--- config.mk ---
export PLATFORM = sky130hd
export DESIGN_NAME = tune_sweep_ctrl
export DESIGN_NICKNAME = d
export VERILOG_FILES = /design/src/rtl/tune_pkg.sv /design/src/rtl/tune_phase_map.sv /design/src/rtl/tune_range_track.sv /design/src/rtl/tune_sweep_ctrl.sv
export SDC_FILE = /design/constraint.sdc
export NUM_CORES = 1
export LEC_CHECK = 0
export BUFFER_PORTS_ARGS = -buffer_cell sky130_fd_sc_hd__buf_2
export CAP_MARGIN = 20
export CORE_UTILIZATION = 57
export DETAILED_ROUTE_END_ITERATION = 6
export PLACE_DENSITY_LB_ADDON = 0.08
export SETUP_SLACK_MARGIN = 0.4
export SYNTH_ARGS = -nofsm -noshare
export SYNTH_HDL_FRONTEND = slang
export SYNTH_SLANG_ARGS = --single-unit
--- constraint.sdc ---
create_clock -name clk -period 63.1 [get_ports clk]
set_input_delay 6.31 -clock clk [delete_from_list [all_inputs] [get_ports clk]]
set_output_delay 6.31 -clock clk [all_outputs]
set_load 0.005 [all_outputs]
--- src/rtl/tune_pkg.sv ---
package tune_pkg;
  typedef enum logic [2:0] {
    ST_IDLE,
    ST_SET,
    ST_TEST,
    ST_EVAL,
    ST_FSET,
    ST_FIN
  } tune_state_t;
endpackage

--- src/rtl/tune_phase_map.sv ---
// Index to degrees: ceil(idx*360/n), combinational.
module tune_phase_map #(
  parameter int NW    = 9,
  parameter int DEG_W = 9
) (
  input  logic [NW-1:0]    idx,
  input  logic [NW-1:0]    n,
  output logic [DEG_W-1:0] deg
);
  localparam int PW = NW + 10;

  logic [PW-1:0] num;

  always_comb begin
    num = PW'(idx) * PW'(360) + PW'(n) - PW'(1);
    deg = DEG_W'(num / PW'(n));
  end
endmodule

--- src/rtl/tune_range_track.sv ---
// Online window tracking: first window, best closed middle window, open window.
module tune_range_track #(
  parameter int NW = 9
) (
  input  logic          clk,
  input  logic          rst_n,
  input  logic          clr,
  input  logic          obs_en,
  input  logic [NW-1:0] obs_idx,
  input  logic          obs_pass,
  input  logic [NW-1:0] n,
  output logic          none_found,
  output logic          all_pass,
  output logic [NW-1:0] pick_idx
);
  localparam int LW = NW + 2;

  logic          first_q, first_d, prev_q, prev_d, mvld_q, mvld_d;
  logic [1:0]    cnt_q, cnt_d;
  logic [NW-1:0] r0s_q, r0s_d, r0e_q, r0e_d, curs_q, curs_d, cure_q, cure_d, mids_q, mids_d;
  logic [LW-1:0] midl_q, midl_d, cur_len;
  logic          upd;

  function automatic logic [LW-1:0] span(input logic [NW-1:0] s, input logic [NW-1:0] e,
                                         input logic [NW-1:0] nn);
    logic [LW-1:0] r;
    r = LW'(e) - LW'(s) + LW'(1);
    if (r[LW-1]) r = r + LW'(nn);
    return r;
  endfunction

  assign cur_len = span(curs_q, cure_q, n);
  assign upd     = clr | obs_en;

  always_comb begin
    first_d = first_q; prev_d = prev_q; mvld_d = mvld_q; cnt_d = cnt_q;
    r0s_d = r0s_q; r0e_d = r0e_q; curs_d = curs_q; cure_d = cure_q;
    mids_d = mids_q; midl_d = midl_q;
    if (clr) begin
      first_d = 1'b0; prev_d = 1'b0; mvld_d = 1'b0; cnt_d = 2'd0;
    end else if (obs_en) begin
      if (obs_idx == '0) first_d = obs_pass;
      if (obs_pass && !prev_q) begin
        cnt_d  = (cnt_q == 2'd2) ? 2'd2 : cnt_q + 2'd1;
        curs_d = obs_idx;
      end
      if (obs_pass) cure_d = obs_idx;
      if (!obs_pass && prev_q) begin
        if (cnt_q == 2'd1) begin
          r0s_d = curs_q; r0e_d = cure_q;
        end else if (!mvld_q || cur_len > midl_q) begin
          mvld_d = 1'b1; mids_d = curs_q; midl_d = cur_len;
        end
      end
      prev_d = obs_pass;
    end
  end

  always_ff @(posedge clk or negedge rst_n) begin
    if (!rst_n) begin
      first_q <= 1'b0; prev_q <= 1'b0; mvld_q <= 1'b0; cnt_q <= 2'd0;
      r0s_q <= '0; r0e_q <= '0; curs_q <= '0; cure_q <= '0; mids_q <= '0; midl_q <= '0;
    end else if (upd) begin
      first_q <= first_d; prev_q <= prev_d; mvld_q <= mvld_d; cnt_q <= cnt_d;
      r0s_q <= r0s_d; r0e_q <= r0e_d; curs_q <= curs_d; cure_q <= cure_d;
      mids_q <= mids_d; midl_q <= midl_d;
    end
  end

  // Final choice, read once the sweep has finished.
  logic          solo_open, multi, merge;
  logic [NW-1:0] z_s, z_e, b_s;
  logic [LW-1:0] b_l, sum;

  always_comb begin
    solo_open = (cnt_q == 2'd1) && prev_q;
    multi     = (cnt_q == 2'd2);
    merge     = multi && first_q && prev_q;
    z_s = (merge || solo_open) ? curs_q : r0s_q;
    z_e = solo_open ? cure_q : r0e_q;
    b_s = z_s;
    b_l = span(z_s, z_e, n);
    if (mvld_q && midl_q > b_l) begin
      b_s = mids_q; b_l = midl_q;
    end
    if (multi && prev_q && !merge && cur_len > b_l) begin
      b_s = curs_q; b_l = cur_len;
    end
    sum = LW'(b_s) + (b_l >> 1);
    if (sum >= LW'(n)) sum = sum - LW'(n);
    pick_idx   = NW'(sum);
    none_found = (cnt_q == 2'd0);
    all_pass   = (z_s == '0) && (z_e == n - NW'(1));
  end
endmodule

--- src/rtl/tune_sweep_ctrl.sv ---
module tune_sweep_ctrl
  import tune_pkg::*;
#(
  parameter int MAX_N = 360,
  parameter int DEG_W = 9
) (
  input  logic                       clk,
  input  logic                       rst_n,
  input  logic                       start,
  input  logic [$clog2(MAX_N+1)-1:0] num_phases,
  input  logic [DEG_W-1:0]           dflt_phase,
  output logic                       set_req,
  output logic [DEG_W-1:0]           set_deg,
  input  logic                       set_ack,
  output logic                       test_req,
  input  logic                       test_done,
  input  logic                       test_pass,
  output logic                       done,
  output logic                       error,
  output logic [DEG_W-1:0]           result_deg
);
  localparam int NW = $clog2(MAX_N + 1);
  localparam int SW = NW + 10;

  tune_state_t      st_q, st_d;
  logic [NW-1:0]    idx_q, idx_d, n_q, n_d, skip, pick_idx;
  logic [DEG_W-1:0] dflt_q, dflt_d, res_q, res_d, map_deg;
  logic             err_q, err_d, udf_q, udf_d;
  logic             trk_clr, trk_obs, none_found, all_pass, at_last;
  logic [NW:0]      jump, lim;

  tune_phase_map #(.NW(NW), .DEG_W(DEG_W)) u_map (
    .idx(idx_q), .n(n_q), .deg(map_deg)
  );

  tune_range_track #(.NW(NW)) u_trk (
    .clk(clk), .rst_n(rst_n), .clr(trk_clr), .obs_en(trk_obs),
    .obs_idx(idx_q), .obs_pass(test_pass), .n(n_q),
    .none_found(none_found), .all_pass(all_pass), .pick_idx(pick_idx)
  );

  always_comb begin
    skip    = NW'((SW'(n_q) * SW'(20) + SW'(359)) / SW'(360));
    jump    = (NW+1)'(idx_q) + (NW+1)'(skip);
    lim     = (NW+1)'(n_q - NW'(1));
    at_last = (idx_q == n_q - NW'(1));
  end

  always_comb begin
    st_d = st_q; idx_d = idx_q; n_d = n_q; dflt_d = dflt_q;
    res_d = res_q; err_d = err_q; udf_d = udf_q;
    trk_clr = 1'b0; trk_obs = 1'b0;
    case (st_q)
      ST_IDLE: if (start) begin
        n_d = num_phases; dflt_d = dflt_phase; idx_d = '0;
        res_d = '0; err_d = 1'b0; udf_d = 1'b0;
        trk_clr = 1'b1; st_d = ST_SET;
      end
      ST_SET: if (set_ack) st_d = ST_TEST;
      ST_TEST: if (test_done) begin
        trk_obs = 1'b1;
        if (at_last)        st_d = ST_EVAL;
        else begin
          st_d = ST_SET;
          if (test_pass)    idx_d = idx_q + NW'(1);
          else if (jump >= lim) idx_d = n_q - NW'(1);
          else              idx_d = NW'(jump);
        end
      end
      ST_EVAL: begin
        if (none_found) begin
          err_d = 1'b1; st_d = ST_FIN;
        end else begin
          udf_d = all_pass; idx_d = pick_idx; st_d = ST_FSET;
        end
      end
      ST_FSET: if (set_ack) begin
        res_d = set_deg; st_d = ST_FIN;
      end
      ST_FIN:  st_d = ST_IDLE;
      default: st_d = ST_IDLE;
    endcase
  end

  always_ff @(posedge clk or negedge rst_n) begin
    if (!rst_n) begin
      st_q <= ST_IDLE; idx_q <= '0; n_q <= NW'(1); dflt_q <= '0;
      res_q <= '0; err_q <= 1'b0; udf_q <= 1'b0;
    end else begin
      st_q <= st_d; idx_q <= idx_d; n_q <= n_d; dflt_q <= dflt_d;
      res_q <= res_d; err_q <= err_d; udf_q <= udf_d;
    end
  end

  assign set_req    = (st_q == ST_SET) || (st_q == ST_FSET);
  assign set_deg    = (st_q == ST_FSET && udf_q) ? dflt_q : map_deg;
  assign test_req   = (st_q == ST_TEST);
  assign done       = (st_q == ST_FIN);
  assign error      = err_q;
  assign result_deg = res_q;
endmodule

## Yosys cells after proc, flatten, opt, wreduce, memory -nomap -nowiden

Cells that the tools add are included.

- Register bits: 102
- Bits in latches: 0
- Bits in writable memories: 0
- Bits in read-only memories: 0
- Input bits: 24
- Output and inout bits: 22
- Logic and storage cells: 155
- Memories kept: 0

- Add/subtract/negate cells: 16
- Multipliers: 2
- Divide/modulo/power cells: 2
- $lt $le $gt $ge: 5
- Eq/ne operators: 17
- Shift operators: 0
- Multiplexer cells: 49
- Bitwise operators: 3
- Reductions and logical operators: 44

Operator list:

| cell | number |
|---|---|
| $mux 9 | 13 |
| $mux 11 | 4 |
| $gt 11x11->1 | 3 |
| $pmux 9 s3 | 1 |
| $add 11x1->11 const B | 2 |
| $add 11x9->11 | 2 |
| $sub 9x9->10 | 2 |
| $add 18x9->19 | 1 |
| $div 19x9->19 | 1 |
| $div 19x9->19 const B | 1 |
| $sub 19x1->19 const B | 1 |
| $eq 9x9->1 | 2 |
| $logic_not 9->1 | 2 |
| $mux 1 | 18 |
| $pmux 9 s2 | 1 |
| $add 14x9->15 const B | 1 |
| $mul 9x6->15 const B | 1 |
| $pmux 3 s5 | 1 |
| $reduce_and 3->1 | 5 |
| $reduce_and 5->1 | 3 |
| $reduce_bool 2->1 | 7 |
| $mul 9x3->12 const B | 1 |
| $mux 3 | 4 |
| $ne 2x2->1 const B | 6 |
| other kinds (28) | 55 |

## Longest topological paths before layout

- Depth after elaboration: 20
- Mapped depth: 242
- Gate-level depth less buffers: 229

## By module

From an unflattened synthesis, not the netlist that was laid out.

- Cells, all modules: 2940
- Area, all modules: 22735.6 um^2

By module, submodules not included:

| module | times used | cells an instance | area an instance (um^2) | sequential area each (um^2) |
|---|---|---|---|---|
| tune_phase_map | 1 | 1376 | 9952.0 | 0.0 |
| tune_range_track | 1 | 848 | 7006.7 | 1526.5 |
| tune_sweep_ctrl | 1 | 716 | 5776.8 | 1027.2 |

## Worst setup path after synthesis

No wires, ideal clock.

- Path type: register -> output
- Start: register idx_q[2]
- End: output set_deg[0]
- Arrival: 44.154 ns
- Required time: 56.790 ns
- Setup slack: 12.636 ns
- Cell stages (with the launch flop): 230
- Path buffers: 13
- Cells stage by stage: dfrtp_1 -> ha_1 -> ha_1 -> ha_1 -> xor2_1 -> ha_1 -> inv_1 -> fa_1 -> nand2b_1 -> a21oi_1 -> o21ai_0 -> nand2b_1 -> xor2_1 -> inv_1 -> ha_1 -> clkbuf_1 -> a21oi_1 -> nand2_1 -> (+194 left out) -> nand2_1 -> nand2_1 -> xor2_1 -> ha_1 -> a21o_1 -> a21o_1 -> a21oi_1 -> nor2b_1 -> o21ai_0 -> nand2b_1 -> a21oi_1 -> nor2b_1 -> o21ai_0 -> nand4b_1 -> a211oi_1 -> o221a_2 -> o211ai_1 -> o21a_1

- Longest elaborated chain between the ends: 5

RTL lines:

| element | line | source |
|---|---|---|
| start, declared | tune_sweep_ctrl.sv:26 | `logic [NW-1:0] idx_q, idx_d, n_q, n_d, skip, pick_idx;` |
| start signal, assigned | tune_sweep_ctrl.sv:90 | `st_q <= st_d; idx_q <= idx_d; n_q <= n_d; dflt_q <= dflt_d;` |
| $mul 9x6->15 | tune_phase_map.sv:15 | `num = PW'(idx) * PW'(360) + PW'(n) - PW'(1);` |
| $add 18x9->19 | tune_phase_map.sv:15 |  |
| $sub 19x1->19 | tune_phase_map.sv:15 |  |
| $div 19x9->19 | tune_phase_map.sv:16 | `deg = DEG_W'(num / PW'(n));` |
| $mux 9 | tune_sweep_ctrl.sv:96 | `assign set_deg = (st_q == ST_FSET && udf_q) ? dflt_q : map_deg;` |
| end, declared | tune_sweep_ctrl.sv:13 | `output logic [DEG_W-1:0] set_deg,` |

No other way between the ends.

## Worst setup path in the final report

Same ends and word-level chain as after synthesis.

==> flow_summary_export.csv <==
group,metric,value,unit
timing,fmax,17.57,MHz
timing,finClkSkew,11.49,ps
clock_network,htree_levels,3,
clock_network,cts_tree,"done",
setup_path,path_class,"reg -> out",
cells_and_area,num-nets-final,3060,
synth,synth-seq-cells,102,
routing,dr.pass1.iters,5,
placed_design,place_hpwl,47160,um
synth,synthArstFlopShare,100.0,%
run,drv_cap,0,
synth,synth_cells,2689,
global_routing,grt_pass1_vias,18880,
global_routing,grt_usage,31.92,%
timing,fin_setup_tns,0,ps
setup_path,cp_num_buf_inv,6,
synth,synth_top_area_cell,"ha_1",
setup_path,crit_path_start_kind,"register",
routing,viasPerCell,6.324,
synth,yosysSeqAreaShare,12.37,%
placed_design,place_worst_setup_slack,7309,ps
routing,ant_nets,0,
hold_path,hp-class,"reg -> reg",
cells_and_area,areaGrowthSynthToFinish,5.163,%
clock_network,clk_pin_slew_worst_paths,80,ps
floorplanning,die_area,0.03699,mm2
cells_and_area,drive_gt1_share,8.832,%
synth,ys.warnings.count,0,
synth,synth_nets,3048,
global_routing,antenna_found_initial,0,
synth,yosys.cell_types.count,111,
setup_path,critPathMostFrequentCell,"o21a_1",
floorplanning,die_w,192.3,um
setup_path,slowest_delay,970,ps
global_routing,grt_overflow_total,0,
cells_and_area,final_cell_area,0.02171,mm2
synth,synth_ff_type,"dfrtp_1",
placed_design,io_buffers,45,
synth,synthTopCellsByArea,"ha_1 19%, dfrtp_1 12%, xnor2_1 5.0%, mux2_2 4.6%, a21oi_1 4.4%",
clock_network,cts_root_buffer,"clkbuf_16",
clock_network,cts_buffer_depth,2,
setup_path,cp_top_family,"compound AO/OA/AOI/OAI gates",
floorplanning,ios,46,
cells_and_area,antenna_cells,0,
cells_and_area,final_common_cell,"ha_1",
clock_network,clock_latency,370,ps
setup_path,required,56790,ps
clock_network,postCtsSetupBuffers,0,
timing,period_minus_slack,56910,ps
timing,setup_viol,0,
clock_network,cts_resized,0,
synth,synth_edf_count,0,
status,status,"finished clean",
synth,netlist.area_leader.share,19.21,%
placed_design,postPlaceCellArea,0.02139,mm2
global_routing,grt_pass1_wl,94990,um
timing,hold_violations,0,
clock_network,numCtsBuffers,9,
routing,drt_first_iter_violations,1271,
placed_design,gp_congestion,0.9524,
routing,drc,0,
cells_and_area,final_cell_mix,"317 x ha_1, 217 x nor2_1, 215 x nand2_1",
floorplanning,start_util,58.05,%
global_routing,grt_start_max_net_pins,72,
floorplanning,core_area,0.03557,mm2
setup_path,crit_slowest_cell,"nor4_2",
floorplanning,die_h,192.3,um
clock_network,clock_sink_count,102,
timing,setup_ws,6188,ps
setup_path,crit_arrival,50600,ps
timing,post-route-period-util,90.19,%
setup_path,worst_setup_path_end_kind,"output port",
routing,num_vias,20030,
clock_network,ctsHoldBuffers,0,
routing,drt_wl_total,59400,um
timing,relSlewSlack,27.87,%
timing,rsz0062_at_grt,"no",
floorplanning,row_count,69,
routing,wl_per_cell,18.75,um
synth,syn_area,0.02065,mm2
synth,avgSynthCellArea,7.679,um2
timing,worst_pin_slew,1073,ps
setup_path,path_max_fanout,17,
timing,slew_violations,0,
-- Yosys cell counts (all sizes together) (31+ instances only) --
cell and number:
nor2 219, nand2b 48, xor2 74, a21o 65
clkbuf 63, nor3 113, nand4 33, xnor2 119
nand2 215, dfrtp 101, a21oi 186, o31ai 37
o21a 96, nand3 61, nor2b 43, o21ai 187
inv 181, mux2 88, ha 317, a211oi 31
-- final timing paths --
check                                         endpoint  cells after the start                        start  slack [ps]
max reg2reg                  result_deg[0]$_DFFE_PN0P_                    215         idx_q[2]$_DFFE_PN0P_       12760
max in group asynchronous    result_deg[5]$_DFFE_PN0P_                      2                        rst_n       55880
min reg2reg                u_trk.mids_q[8]$_DFFE_PN0P_                      2  u_trk.mids_q[8]$_DFFE_PN0P_         480
min                        u_trk.mids_q[8]$_DFFE_PN0P_                      2  u_trk.mids_q[8]$_DFFE_PN0P_         480
max                                         set_deg[0]                    216         idx_q[2]$_DFFE_PN0P_        6190
min in group asynchronous  u_trk.curs_q[1]$_DFFE_PN0P_                      1                        rst_n        5890
-- worst reg2reg max path, delay by kind of cell (launching register included) --
kind,cells,cell delay (ps)
multiplexers,3,680
AND/OR/NAND/NOR,52,12230
AO/OA/AOI/OAI,126,27360
flip-flops,1,650
adder cells (fa/ha/maj),25,7840
buffers and inverters,5,690
XOR/XNOR,4,750
-- sequential cells by signal, indices dropped and copies added (netlist names), 2 cells and up --
register      count
u_trk.midl_q     11
dflt_q            9
idx_q             9
n_q               9
result_deg        9
u_trk.cure_q      9
u_trk.curs_q      9
u_trk.mids_q      9
u_trk.r0e_q       9
u_trk.r0s_q       9
st_q              3
u_trk.cnt_q       2
-- through the flow --
| step | hold WS (ps) | instances | util [%] |
|---|---|---|---|
| floorplan | 441.7 | 2689 | - |
| detailed placement | 467.8 | 3150 | 60.14 |
| finish | 478.1 | 3167 | 61.05 |
| global route | 509.1 | 3167 | 61.05 |
| CTS | 482.8 | 3166 | 61.03 |
| global placement | 456.4 | 3149 | 60.12 |
-- layout make-up --
| cell class | instances | area (um2) |
|---|---|---|
| Timing Repair Buffer | 77 | 465.4 |
| Inverter | 183 | 686.9 |
| Multi-Input combinational cell | 2328 | 17120 |
| Sequential cell | 102 | 2554 |
| Clock buffer | 9 | 225.2 |
| Tap cell | 461 | 576.8 |
| Clock inverter | 7 | 91.34 |
| Fill cell | 3352 | 13850 |
-- cell families after synthesis --
family	after synthesis	share of synthesized area, %
other cells	1	0.01816
fa+ha+maj	336	21.00
xor+xnor	194	8.295
compound gates	820	26.73
mux	118	6.350
simple gates	859	20.38
buf+inv	259	4.854
flops	102	12.37
-- metal layers --
metal  GRT usage [%]  wire, um
met1           42.14     27100
met4           9.631      1754
met5               0         0
met3           2.219      2535
met2           55.30     28000
Power is not shown: default switching activity piles up to over one toggle a cycle in this logic, so the estimate is an artifact.
